`src/rtl/secgw_pkg.sv`:
```
package secgw_pkg;

    localparam int HDR_WORDS  = 5;
    localparam int WORD_W     = 32;
    localparam int LEN_W      = 16;
    localparam int IDX_W      = $clog2(HDR_WORDS);

    localparam logic [7:0]       PROTO_AH     = 8'd51;
    localparam logic [7:0]       PROTO_ESP    = 8'd50;
    localparam logic [7:0]       TUN_TTL      = 8'd64;
    localparam logic [7:0]       VER_IHL_BASE = 8'h45;
    localparam logic [LEN_W-1:0] BASE_HDR_LEN = LEN_W'(HDR_WORDS * 4);

    typedef enum logic [1:0] {
        EXC_NONE = 2'd0,
        EXC_FRAG = 2'd1,
        EXC_DROP = 2'd2
    } exc_e;

    typedef struct packed {
        logic              is_esp;
        logic              tunnel;
        logic [31:0]       src;
        logic [31:0]       dst;
        logic [LEN_W-1:0]  sec_len;
    } sa_rec_t;

    typedef logic [HDR_WORDS-1:0][WORD_W-1:0] hdr_t;

    // Ones-complement checksum over all halves; caller zeroes the field.
    function automatic logic [15:0] hdr_csum(input hdr_t h);
        logic [19:0] acc;
        acc = '0;
        for (int i = 0; i < HDR_WORDS; i++) begin
            acc = acc + 20'(h[i][31:16]) + 20'(h[i][15:0]);
        end
        acc = 20'(acc[15:0]) + 20'(acc[19:16]);
        acc = 20'(acc[15:0]) + 20'(acc[19:16]);
        return ~acc[15:0];
    endfunction

endpackage

```
`src/rtl/secgw_collect.sv`:
```
module secgw_collect
    import secgw_pkg::*;
(
    input  logic              clk,
    input  logic              rst,
    input  logic              hold,
    input  logic              in_valid,
    input  logic [WORD_W-1:0] in_data,
    output logic              in_ready,
    output logic              done,
    output hdr_t              view
);
    logic [IDX_W-1:0] cnt;
    hdr_t             words;
    logic             accept;

    assign in_ready = !hold;
    assign accept   = in_valid && in_ready;
    assign done     = accept && (cnt == IDX_W'(HDR_WORDS - 1));

    always_ff @(posedge clk) begin
        if (rst) begin
            cnt   <= '0;
            words <= '0;
        end else if (accept) begin
            words[cnt] <= in_data;
            cnt        <= (cnt == IDX_W'(HDR_WORDS - 1)) ? '0 : cnt + 1'b1;
        end
    end

    // Present the full header, with the word in flight in its own slot.
    for (genvar g = 0; g < HDR_WORDS; g++) begin : g_view
        assign view[g] = (cnt == IDX_W'(g)) ? in_data : words[g];
    end

endmodule

```
`src/rtl/secgw_rewrite.sv`:
```
module secgw_rewrite
    import secgw_pkg::*;
(
    input  hdr_t             hdr_in,
    input  sa_rec_t          sa,
    input  logic [LEN_W-1:0] mtu,
    output hdr_t             hdr_out,
    output exc_e             exc
);
    logic [LEN_W+1:0] grow;
    logic [LEN_W+1:0] new_len;
    logic [7:0]       proto;
    logic             dont_frag;
    hdr_t             built;
    logic [15:0]      csum;

    always_comb begin
        proto     = sa.is_esp ? PROTO_ESP : PROTO_AH;
        dont_frag = hdr_in[1][14];
        grow      = (LEN_W+2)'(sa.sec_len) +
                    (sa.tunnel ? (LEN_W+2)'(BASE_HDR_LEN) : '0);
        new_len   = (LEN_W+2)'(hdr_in[0][15:0]) + grow;

        if (sa.tunnel) begin
            built[0] = {VER_IHL_BASE, hdr_in[0][23:16], new_len[15:0]};
            built[1] = '0;
            built[2] = {TUN_TTL, proto, 16'h0000};
            built[3] = sa.src;
            built[4] = sa.dst;
        end else begin
            built[0] = {hdr_in[0][31:16], new_len[15:0]};
            built[1] = hdr_in[1];
            built[2] = {hdr_in[2][31:24], proto, 16'h0000};
            built[3] = hdr_in[3];
            built[4] = hdr_in[4];
        end

        csum          = hdr_csum(built);
        hdr_out       = built;
        hdr_out[2]    = {built[2][31:16], csum};

        if (new_len > (LEN_W+2)'(mtu)) begin
            exc = dont_frag ? EXC_DROP : EXC_FRAG;
        end else begin
            exc = EXC_NONE;
        end
    end

endmodule

```
`src/rtl/secgw_emit.sv`:
```
module secgw_emit
    import secgw_pkg::*;
(
    input  logic              clk,
    input  logic              rst,
    input  logic              load,
    input  hdr_t              hdr_in,
    input  exc_e              exc_in,
    input  logic              out_ready,
    output logic              out_valid,
    output logic [WORD_W-1:0] out_data,
    output logic              out_last,
    output exc_e              out_exc,
    output logic              busy
);
    hdr_t             held;
    logic [IDX_W-1:0] idx;
    logic             active;
    exc_e             exc_q;

    always_ff @(posedge clk) begin
        if (rst) begin
            held   <= '0;
            idx    <= '0;
            active <= 1'b0;
            exc_q  <= EXC_NONE;
        end else if (load) begin
            held   <= hdr_in;
            idx    <= '0;
            active <= 1'b1;
            exc_q  <= exc_in;
        end else if (active && out_ready) begin
            if (idx == IDX_W'(HDR_WORDS - 1)) begin
                active <= 1'b0;
                idx    <= '0;
            end else begin
                idx <= idx + 1'b1;
            end
        end
    end

    assign busy      = active;
    assign out_valid = active;
    assign out_data  = held[idx];
    assign out_last  = active && (idx == IDX_W'(HDR_WORDS - 1));
    assign out_exc   = exc_q;

endmodule

```
`src/rtl/secgw_encap.sv`:
```
module secgw_encap
    import secgw_pkg::*;
(
    input  logic        clk,
    input  logic        rst,
    input  logic [15:0] cfg_mtu,
    input  logic        sa_is_esp,
    input  logic        sa_tunnel,
    input  logic [31:0] sa_tun_src,
    input  logic [31:0] sa_tun_dst,
    input  logic [15:0] sa_sec_len,
    input  logic        in_valid,
    output logic        in_ready,
    input  logic [31:0] in_data,
    output logic        out_valid,
    input  logic        out_ready,
    output logic [31:0] out_data,
    output logic        out_last,
    output logic [1:0]  out_exc
);
    sa_rec_t sa;
    hdr_t    view;
    hdr_t    rewritten;
    exc_e    exc_new;
    exc_e    exc_out;
    logic    done;
    logic    busy;

    assign sa = '{is_esp: sa_is_esp, tunnel: sa_tunnel, src: sa_tun_src,
                  dst: sa_tun_dst, sec_len: sa_sec_len};

    secgw_collect u_collect (
        .clk      (clk),
        .rst      (rst),
        .hold     (busy),
        .in_valid (in_valid),
        .in_data  (in_data),
        .in_ready (in_ready),
        .done     (done),
        .view     (view)
    );

    secgw_rewrite u_rewrite (
        .hdr_in  (view),
        .sa      (sa),
        .mtu     (cfg_mtu),
        .hdr_out (rewritten),
        .exc     (exc_new)
    );

    secgw_emit u_emit (
        .clk       (clk),
        .rst       (rst),
        .load      (done),
        .hdr_in    (rewritten),
        .exc_in    (exc_new),
        .out_ready (out_ready),
        .out_valid (out_valid),
        .out_data  (out_data),
        .out_last  (out_last),
        .out_exc   (exc_out),
        .busy      (busy)
    );

    assign out_exc = exc_out;

endmodule

```
`config.mk`:
```
export PLATFORM = sky130hd
export DESIGN_NAME = secgw_encap
export DESIGN_NICKNAME = d
export VERILOG_FILES = /design/src/rtl/secgw_pkg.sv /design/src/rtl/secgw_collect.sv /design/src/rtl/secgw_rewrite.sv /design/src/rtl/secgw_emit.sv /design/src/rtl/secgw_encap.sv
export SDC_FILE = /design/constraint.sdc
export NUM_CORES = 1
export LEC_CHECK = 0
export BUFFER_PORTS_ARGS = -buffer_cell sky130_fd_sc_hd__buf_2
export CORE_MARGIN = 2
export CORE_UTILIZATION = 45
export CTS_CLUSTER_SIZE = 30
export DETAILED_ROUTE_END_ITERATION = 8
export SKIP_LAST_GASP = 1
export SYNTH_ARGS = -nofsm -noshare
export SYNTH_HDL_FRONTEND = slang
export SYNTH_HIERARCHICAL = 1
export SYNTH_SLANG_ARGS = --single-unit
```
`constraint.sdc`:
```
create_clock -name clk -period 15.28 [get_ports clk]
set_input_delay 0.764 -clock clk [delete_from_list [all_inputs] [get_ports clk]]
set_output_delay 0.764 -clock clk [all_outputs]
set_load 0.005 [all_outputs]
```
==> After elaboration in Yosys (flattened, before gate mapping) <==
Cells that the tools add are included.
{ "op_classes": {"bitwise": 1, "n_reduce_logical": 11, "n_addsub": 15, "n_eq_ne": 5, "muxes": 20, "magnitude_cmp": 4} }
{ "ops": {"columns": ["cell", "count"], "rows": [
  ["$mux W32", 7],
  ["$add A20 B16 Y20", 8],
  ["$bwmux W160", 1],
  ["$mux W160", 1],
  ["$bmux W32 S3", 1],
  ["$demux W32 S3", 1],
  ["$add A16 B18 Y18", 2],
  ["$gt A18 B16 Y1", 1],
  ["$add A16 B16 Y17", 1],
  ["$add A16 B4 Y17", 1],
  ["$add A16 B4 Y16", 1],
  ["$not A16 Y16", 1],
  ["$lt A3 B4 Y1 const B", 2],
  ["$add A3 B1 Y3 const B", 2],
  ["$eq A3 B2 Y1 const B", 2],
  ["$eq A3 B3 Y1 const B", 2],
  ["$mux W3", 2],
  ["$logic_and A1 B1 Y1", 5],
  ["$mux W5", 1],
  ["$mux W1", 4],
  ["$mux W2", 2],
  ["$reduce_bool A2 Y1", 2],
  ["$eq A3 B1 Y1 const B", 1],
  ["$ge A3 B1 Y1 const B", 1],
  ["other kinds (4)", 4]
]} }
{ "totals": {"elab_cells": 70, "regBits": 329, "output_inout_bits": 37} }

==> Longest topological paths before layout <==
Gate-level depths: netlist (run 1).
{ "logic_depth": {"ltp_word": 16, "depth_mapped": 58, "ltp_nobuf": 56} }

==> Cells and area by module <==
The synthesis (run 1) kept the hierarchy.
{ "by_module_without_submodules": {"columns": ["mod", "area_per_inst_um2", "cells_per_inst", "seq_area_each_um2", "n_inst"], "rows": [
  ["secgw_collect", 8370.5, 765, 3263.1, 1],
  ["secgw_rewrite", 7198.2, 882, 0.0, 1],
  ["secgw_emit", 7115.6, 696, 3323.2, 1]
]} }

==> Worst setup path before layout (run 1) <==
Ideal clock, no wire load.
{ "synth_path": {"path_type": "register to register", "startpoint": "register u_collect.cnt[1]", "endpoint": "register u_emit/held[79] (netlist bit)", "period_less_slack_ns": 12.142, "arrival_time_ns": 12.014, "n_path_buf": 2, "slack_ns": 3.138, "path_stages_with_launch": 54, "cell_sequence": "dfxtp_1 -> inv_1 -> ha_1 -> nor2b_1 -> clkbuf_1 -> buf_2 -> mux2_2 -> ha_1 -> ha_1 -> fa_1 -> a21o_1 -> a21oi_1 -> o21bai_1 -> a2111oi_0 -> nor2_1 -> xor2_1 -> fa_1 -> inv_1 -> (+18 left out) -> ha_1 -> inv_1 -> fa_1 -> nor2b_1 -> o21ai_0 -> a21oi_1 -> nand3_1 -> nor2_1 -> and3b_1 -> and3_1 -> ha_1 -> and3_1 -> nand3_1 -> or4_4 -> o31ai_2 -> xnor2_1 -> mux2i_1 -> nor2_1"} }
{ "synth_lines": {"columns": ["item", "line_no", "source"], "rows": [
  ["start: declaration", "secgw_collect.sv:13", "logic [IDX_W-1:0] cnt;"],
  ["start signal: assignment", "secgw_collect.sv:27", "cnt <= (cnt == IDX_W'(HDR_WORDS - 1)) ? '0 : cnt + 1'b1;"],
  ["end signal: assignment", "secgw_emit.sv:28", "held <= hdr_in;"],
  ["end: declaration", "secgw_emit.sv:16", "hdr_t held;"]
]} }

==> impl_metrics.py, run 1 <==
metrics = {
    "worst_hold_path": {
        "worst_hold_startpoint": "u_collect/words[43]",
        "min-delay-path-class": "reg2reg",
        "hold_path_depth": 2,
        "hold_end": "u_collect/words[43]",
    },
    "die": {
        "die_area_sq_um": 49590,
        "io-pin-count": 171,
        "effective_utilization_at_floorplan_pct": 45.36,
        "die_width_um": 222.7,
        "die_height_um": 222.7,
        "rows": 80,
        "floorplan.core_area_sq_um": 47450,
    },
    "final_layout": {
        "finalNetCount": 2672,
        "finish.utilization_pct": 50.38,
        "fill_cells": 4488,
        "layout-drive-gt1-share_pct": 19.70,
        "diodes": 0,
        "multi_input_area_sq_um": 13930,
        "area_growth_pct": 11.08,
        "area.sequential_sq_um": 6110,
    },
    "worst_setup_path": {
        "crit_path_max_incr_delay_ns": 0.87,
        "crit_type": "reg2reg",
        "crit_path_start_kind": "flip-flop",
        "r2r_slack_ns": 1.45,
        "r2r_cells": 52,
        "worst-path-max-fanout": 11,
        "worstPathRequired_ns": 15.69,
        "worst_path_most_repeated_cell": "sky130_fd_sc_hd__ha_1",
        "path_delay_family": "adder cells",
        "crit-reg2reg-capture": "u_emit/held[78]",
        "crit_path_top_delay_cell": "sky130_fd_sc_hd__a2111oi_0",
        "r2r-start": "u_collect/cnt[1]",
        "path_buf_inv": 5,
        "cp.arrival_ns": 14.24,
        "worst_setup_end_kind": "flip-flop",
    },
    "sta": {
        "final.setup.tns_ns": 0,
        "finalHoldViolations": 0,
        "setup-violations-final": 0,
        "max_slew.worst_pin.slew_ns": 1.142,
        "post_layout_min_period_ns": 13.83,
        "rsz0062_at_grt": "no",
        "final.setup_skew_ns": 0.02115,
        "maxSlewHeadroom_pct": 22.86,
        "maxSlewViolCount": 0,
        "max_clock_freq_ghz": 0.07229,
        "holdWs_ns": 0.4719,
        "period_share_pct": 90.53,
    },
    "place": {
        "routabilityCongestion": 0.9164,
        "io_buffers": 170,
        "place_hpwl_um": 52170,
    },
    "drt": {
        "vias_per_cell": 5.547,
        "postRouteWirelength_um": 69850,
        "wl_per_cell_um": 23.40,
        "ant_nets": 0,
        "1st_iter_drt_viols": 1313,
        "drt_first_pass_iters": 5,
        "route.detailed.drc": 0,
        "vias": 16560,
    },
    "synthesis": {
        "synth.cell_area_sq_um": 21520,
        "syn_area_per_cell_sq_um": 9.598,
        "yosys_warnings": 6,
        "synthesis.instances": 2242,
    },
    "global_routing": {
        "grt_usage_pct": 27.75,
        "grt_start_max_net_pins": 136,
        "grt_first_pass_wirelength_um": 103100,
        "first_global_vias": 16140,
        "number_of_antenna_violations_at_the_first_check_in_global_routing": 3,
        "overflow": 0,
    },
    "clock_tree": {
        "clock_insertion_delay_worst_skew_ns": 0.57,
        "clock_tree_from_tritoncts": "yes",
        "cts_resized": 0,
        "htree_levels": 2,
        "cts_buffer_count": 39,
        "clk_pin_slew_ns": 0.06,
        "clk_path_buf_depth": 3,
        "cts_hold_repair.buffers": 0,
        "postCtsSetupBuffers": 0,
        "clock_tree.root_cell": "sky130_fd_sc_hd__clkbuf_16",
        "clkSinkCount": 305,
    },
    "flow_run": {
        "maxCapViolations": 0,
    },
    "run_status": {
        "run_status": "complete, no violations",
    },
}
## state kept, by name, summed over array words and instances, names as in the netlist
register         cells
u_emit/held        160
u_collect/words    136
u_collect/cnt        3
u_emit/idx           3
u_emit/out_exc       2
u_emit/busy          1
## layout by cell type (no fill, tap or decap), drive strengths merged, types with 21 or more instances in the layout
cell type  instances
mux2i            355
dfxtp            305
nor2             234
inv              223
mux2             207
buf              191
nand2b           172
ha               102
fa                92
clkbuf            54
nand2             50
a21oi             37
xnor2             36
nor2b             34
a221o             31
o21ai             26
xor2              21
## worst max-delay path by stage
stage	cells after the start	slack, ns	from	to
after global placement	52	1.89	u_collect/cnt[1]	u_emit/held[78]
final	52	1.45	u_collect/cnt[1]	u_emit/held[78]
after detailed placement	52	1.67	u_collect/cnt[1]	u_emit/held[78]
after CTS	52	1.57	u_collect/cnt[1]	u_emit/held[78]
after floorplan	53	3.14	u_collect/cnt[1]	u_emit/held[79]
after global routing	51	0.46	u_collect/cnt[1]	u_emit/held[78]
## through the flow
stage	instance area [sq um]	setup slack [ns]	std cells
3_5_place_dp	22670	1.674	2918
5_1_grt	23900	0.4595	2985
6_report	23900	1.446	2985
4_1_cts	23900	1.575	2985
2_1_floorplan	21540	3.138	2247
3_3_place_gp	22670	1.890	2918
## layer usage
layer / vias to the layer above / global-route usage, % / part of all wire (%)
li1: 7756 / - / -
met1: 8186 / 40.60 / 47
met2: 526 / 42.83 / 44
met3: 87 / 3.822 / 6.1
met4: 2 / 7.296 / 2.2
met5: - / 0 / 0.019
## final cells by class
type,count,area share [%]
Timing Repair Buffer,191,4.271
Tap cell,615,3.219
Inverter,223,3.502
Clock inverter,13,0.5130
Multi-Input combinational cell,1584,58.28
Sequential cell,305,25.56
Clock buffer,54,4.658
## worst min-delay path, cell delays in order, from the launching register on
cell and delay (ns):
sky130_fd_sc_hd__dfxtp_1 0.31, sky130_fd_sc_hd__nand2b_1 0.06, sky130_fd_sc_hd__mux2i_1 0.06
Power of run 1 is not shown: default switching activity piles up to over one toggle a cycle in this logic, so the estimate is an artifact.
==> run 2, diff against run 1 <==
--- a/config.mk
+++ b/config.mk
@@ -6,10 +6,12 @@
 export NUM_CORES = 1
 export LEC_CHECK = 0
 export BUFFER_PORTS_ARGS = -buffer_cell sky130_fd_sc_hd__buf_2
+export CORE_ASPECT_RATIO = 0.6
 export CORE_MARGIN = 2
 export CORE_UTILIZATION = 45
 export CTS_CLUSTER_SIZE = 30
 export DETAILED_ROUTE_END_ITERATION = 8
+export MAX_ROUTING_LAYER = met4
 export SKIP_LAST_GASP = 1
 export SYNTH_ARGS = -nofsm -noshare
 export SYNTH_HDL_FRONTEND = slang
==> run 2 against run 1 <==
Against the previous run: worst hold slack worse by 0.0015 ns; flip-flop and latch count stayed put; via count fell by 1.1%; setup slack lost 0.40 ns; critical path depth shrank 1.
==> impl_metrics.py, run 2 (synthesis gave the netlist of run 1 again) <==
metrics = {
    "drt": {
        "drt_first_pass_iters": 5,
        "wl_per_cell_um": 23.59,
        "vias": 16380,
        "1st_iter_drt_viols": 1238,
        "route.detailed.drc": 0,
        "postRouteWirelength_um": 70700,
        "vias_per_cell": 5.466,
        "ant_nets": 0,
    },
    "sta": {
        "final.setup_skew_ns": 0.01801,
        "final.setup.tns_ns": 0,
        "max_slew.worst_pin.slew_ns": 1.175,
        "holdWs_ns": 0.4704,
        "maxSlewHeadroom_pct": 21.67,
        "max_clock_freq_ghz": 0.07027,
        "maxSlewViolCount": 0,
        "post_layout_min_period_ns": 14.23,
        "finalHoldViolations": 0,
        "period_share_pct": 93.14,
        "rsz0062_at_grt": "no",
        "setup-violations-final": 0,
    },
    "die": {
        "die_width_um": 286.3,
        "die_area_sq_um": 49640,
        "effective_utilization_at_floorplan_pct": 45.25,
        "io-pin-count": 171,
        "rows": 62,
        "floorplan.core_area_sq_um": 47550,
        "die_height_um": 173.4,
    },
    "clock_tree": {
        "cts_hold_repair.buffers": 0,
        "clock_insertion_delay_worst_skew_ns": 0.53,
        "postCtsSetupBuffers": 0,
        "clock_tree_from_tritoncts": "yes",
        "clk_pin_slew_ns": 0.06,
        "clkSinkCount": 305,
        "htree_levels": 2,
        "cts_resized": 0,
        "clk_path_buf_depth": 3,
        "cts_buffer_count": 34,
        "clock_tree.root_cell": "sky130_fd_sc_hd__clkbuf_16",
    },
    "global_routing": {
        "overflow": 0,
        "grt_usage_pct": 29.03,
        "first_global_vias": 16140,
        "grt_start_max_net_pins": 147,
        "number_of_antenna_violations_at_the_first_check_in_global_routing": 0,
        "grt_first_pass_wirelength_um": 104700,
    },
    "worst_setup_path": {
        "crit_path_start_kind": "flip-flop",
        "worstPathRequired_ns": 15.65,
        "r2r_cells": 51,
        "cp.arrival_ns": 14.60,
        "worst-path-max-fanout": 16,
        "crit_path_top_delay_cell": "sky130_fd_sc_hd__a2111oi_0",
        "r2r-start": "u_collect/cnt[0]",
        "worst_setup_end_kind": "flip-flop",
        "crit_path_start": "u_collect/cnt[0]",
        "crit_path_max_incr_delay_ns": 0.89,
        "crit_type": "reg2reg",
    },
    "final_layout": {
        "final_cell_area_sq_um": 23800,
        "mostFrequentLayoutCells": "sky130_fd_sc_hd__mux2i_1, sky130_fd_sc_hd__dfxtp_1, sky130_fd_sc_hd__nor2_1, sky130_fd_sc_hd__inv_1, sky130_fd_sc_hd__mux2_2",
        "registers.top_by_ff_count": "u_emit/held",
        "biggestRegsByFlops": "u_emit/held: 160 flops, u_collect/words: 136 flops",
        "area_growth_pct": 10.60,
        "layout-drive-gt1-share_pct": 19.40,
        "mostFrequentLayoutCell": "sky130_fd_sc_hd__mux2i_1",
        "largest_register_ffs": 160,
        "finalNetCount": 2665,
    },
    "worst_hold_path": {
        "worst_hold_startpoint": "u_collect/words[59]",
        "hold_path_depth": 2,
        "min-delay-path-class": "reg2reg",
    },
    "place": {
        "io_buffers": 170,
        "place_hpwl_um": 53900,
        "routabilityCongestion": 0.9335,
        "placed_cell_area_sq_um": 22700,
    },
    "run_status": {
        "run_status": "complete, no violations",
    },
    "flow_run": {
        "maxCapViolations": 0,
    },
}
==> run 2: worst max-delay path, delay by kind of cell (launching register included) <==
family / cells / cell delay, ns
AOI/OAI and AO/OA: 11 / 3.53
xor gates and xnor gates: 3 / 0.51
adders and majority gates: 14 / 5.15
buffers and inverters: 5 / 0.36
DFF: 1 / 0.35
muxes: 2 / 0.55
and+or+nand+nor: 16 / 3.60
==> run 2: per-layer routing <==
| metal | GRT usage [%] | vias up | wire (um) | share of wire (%) |
|---|---|---|---|---|
| li1 | - | 7742 | - | - |
| met1 | 42.70 | 8090 | 34980 | 49 |
| met2 | 42.22 | 477 | 30050 | 43 |
| met3 | 4.250 | 73 | 4230 | 6.0 |
| met4 | 5.541 | 0 | 1435 | 2.0 |
| met5 | - | - | 0 | 0 |
==> run 2: metrics by stage <==
| stage | cells | utilization (%) | setup WS [ns] |
|---|---|---|---|
| after CTS | 2996 | 50.04 | 1.321 |
| after global routing | 2996 | 50.04 | 0.2164 |
| after floorplan | 2247 | - | 3.138 |
| after detailed placement | 2941 | 47.74 | 1.472 |
| final | 2997 | 50.05 | 1.049 |
| after global placement | 2941 | 47.74 | 1.817 |
==> run 2: cell type report <==
type / instances / area (sq um)
diodes: 1 / 2.502
repair buffers: 189 / 1018
clock buffers: 43 / 945.9
flip-flops and latches: 305 / 6110
clock inverters: 12 / 150.1
fillers: 4457 / 23750
multi-input cells: 1584 / 13940
well taps: 640 / 800.8
inverters: 223 / 837.1
==> run 2: worst paths after layout <==
kind                              end  slack, ns
hold reg to reg   u_collect/words[59]       0.47
hold / removal    u_collect/words[59]       0.47
setup / recovery      u_emit/held[78]       1.05
setup reg to reg      u_emit/held[78]       1.05
Power of run 2 is left out for the same reason.
==> run 3, diff against run 2 <==
==> constraint.sdc (replaced) <==
create_clock -name clk -period 15.28 [get_ports clk]
set_input_delay 3.056 -clock clk [delete_from_list [all_inputs] [get_ports clk]]
set_output_delay 3.056 -clock clk [all_outputs]
set_load 0.005 [all_outputs]
==> run 3 against run 2 <==
Against the previous run: count of clock-buffer cells in the layout rose by 3; via count rose by 0.85%; non-clock buffer count rose by 14; global-route usage rose by 0.76 points; setup slack got worse by 0.33 ns; final area rose by 0.62%; largest cell class unchanged.
==> impl_metrics.py, run 3 (synthesis gave the netlist of run 1 again) <==
metrics = {
    "run_status": {
        "run_status": "complete, no violations",
    },
    "clock_tree": {
        "clk_path_buf_depth": 3,
        "cts_hold_repair.buffers": 0,
        "cts_resized": 0,
        "clock_insertion_delay_worst_skew_ns": 0.54,
        "htree_levels": 2,
        "clk_pin_slew_ns": 0.06,
        "cts_buffer_count": 34,
        "clock_tree.root_cell": "sky130_fd_sc_hd__clkbuf_16",
        "postCtsSetupBuffers": 0,
        "clock_tree_from_tritoncts": "yes",
        "clkSinkCount": 305,
    },
    "place": {
        "place_hpwl_um": 54900,
        "placed_cell_area_sq_um": 22790,
        "detailedPlace.worstSlack_ns": 0.3680,
        "io_buffers": 170,
        "routabilityCongestion": 0.9947,
    },
    "die": {
        "rows": 62,
        "die_height_um": 173.4,
        "die_area_sq_um": 49640,
        "floorplan.core_area_sq_um": 47550,
        "die_width_um": 286.3,
        "effective_utilization_at_floorplan_pct": 45.25,
        "io-pin-count": 171,
    },
    "sta": {
        "setup-violations-final": 0,
        "max_slew.worst_pin.slew_ns": 1.074,
        "final.setup.worst_slack_ns": 0.7139,
        "finalHoldViolations": 0,
        "rsz0062_at_grt": "no",
        "post_layout_min_period_ns": 14.57,
        "final.setup_skew_ns": 0.02547,
        "final.setup.tns_ns": 0,
        "period_share_pct": 95.33,
        "maxSlewViolCount": 0,
        "holdWs_ns": 0.4694,
        "max_clock_freq_ghz": 0.06865,
        "maxSlewHeadroom_pct": 27.96,
    },
    "worst_setup_path": {
        "worst-path-max-fanout": 5,
        "r2r-start": "u_collect/cnt[1]",
        "worst_setup_end_kind": "flip-flop",
        "crit_type": "in2reg",
        "cp.arrival_ns": 14.94,
        "cp-endpoint": "u_emit/held[78]",
        "crit-reg2reg-capture": "u_emit/held[78]",
        "crit_path_max_incr_delay_ns": 0.59,
        "crit_path_top_delay_cell": "sky130_fd_sc_hd__fa_1",
        "r2r_cells": 55,
        "r2r_slack_ns": 1.72,
        "worstPathRequired_ns": 15.65,
        "crit_path_start_kind": "input pin",
        "crit_path_start": "in_data[1]",
    },
    "final_layout": {
        "largest_register_ffs": 160,
        "multi_input_area_sq_um": 13940,
        "fill_cells": 4455,
        "mostFrequentLayoutCell": "sky130_fd_sc_hd__mux2i_1",
        "layout-drive-gt1-share_pct": 20.03,
        "area.sequential_sq_um": 6110,
        "biggestRegsByFlops": "u_emit/held: 160 flops, u_collect/words: 136 flops",
        "finalNetCount": 2679,
        "final_cell_area_sq_um": 23950,
        "mostFrequentLayoutCells": "sky130_fd_sc_hd__mux2i_1, sky130_fd_sc_hd__dfxtp_1, sky130_fd_sc_hd__nor2_1, sky130_fd_sc_hd__inv_1, sky130_fd_sc_hd__mux2_2",
        "area_growth_pct": 11.29,
        "registers.top_by_ff_count": "u_emit/held",
    },
    "global_routing": {
        "grt_first_pass_wirelength_um": 106700,
        "grt_usage_pct": 29.79,
        "first_global_vias": 16510,
        "number_of_antenna_violations_at_the_first_check_in_global_routing": 2,
        "grt_start_max_net_pins": 135,
        "overflow": 0,
    },
    "worst_hold_path": {
        "min-delay-path-class": "reg2reg",
    },
    "drt": {
        "ant_nets": 0,
        "route.detailed.drc": 0,
        "1st_iter_drt_viols": 1245,
        "vias": 16520,
        "drt_first_pass_iters": 6,
        "postRouteWirelength_um": 72290,
        "vias_per_cell": 5.474,
        "wl_per_cell_um": 23.95,
    },
    "flow_run": {
        "maxCapViolations": 0,
    },
}
-- run 3: routing by layer --
layer / share of wire [%] / track usage [%] / up-vias
met5: 0 / - / -
met4: 3.4 / 9.271 / 0
met2: 41 / 42.06 / 503
met1: 48 / 42.14 / 8138
li1: - / - / 7778
met3: 7.2 / 6.539 / 102
-- run 3: through the flow --
step	utilization, %	instances
3_5_place_dp	47.93	2955
5_1_grt	50.36	3018
4_1_cts	50.33	3016
2_1_floorplan	-	2247
3_3_place_gp	47.93	2955
6_report	50.36	3018
-- run 3: worst max-delay path: cells and delay by family --
| family | cells | cell delay (ns) |
|---|---|---|
| buffers and inverters | 7 | 0.61 |
| multiplexers | 2 | 0.40 |
| adder cells (fa/ha/maj) | 14 | 4.97 |
| XOR/XNOR | 3 | 0.55 |
| AO/OA/AOI/OAI | 10 | 2.28 |
| AND/OR/NAND/NOR | 16 | 3.04 |
-- run 3: area by class of cell --
type | count | area share, %
multi-input combinational | 1584 | 58.22
sequential | 305 | 25.51
timing repair buffer | 203 | 4.640
clock buffer | 46 | 4.039
inverter | 223 | 3.495
tap | 640 | 3.344
clock inverter | 15 | 0.7262
antenna | 2 | 0.02090
-- run 3: how the worst min path moves through the flow --
stage / startpoint / endpoint / slack [ns] / cells after the start
detailed placement: u_collect/words[49] / u_collect/words[49] / 0.46 / 2
global placement: u_collect/words[51] / u_collect/words[51] / 0.45 / 2
global route: u_collect/words[100] / u_collect/words[100] / 0.49 / 2
finish: u_collect/words[37] / u_collect/words[37] / 0.47 / 2
CTS: u_collect/words[48] / u_collect/words[48] / 0.47 / 2
floorplan: u_collect/words[34] / u_collect/words[34] / 0.45 / 2
Power of run 3 is left out for the same reason.
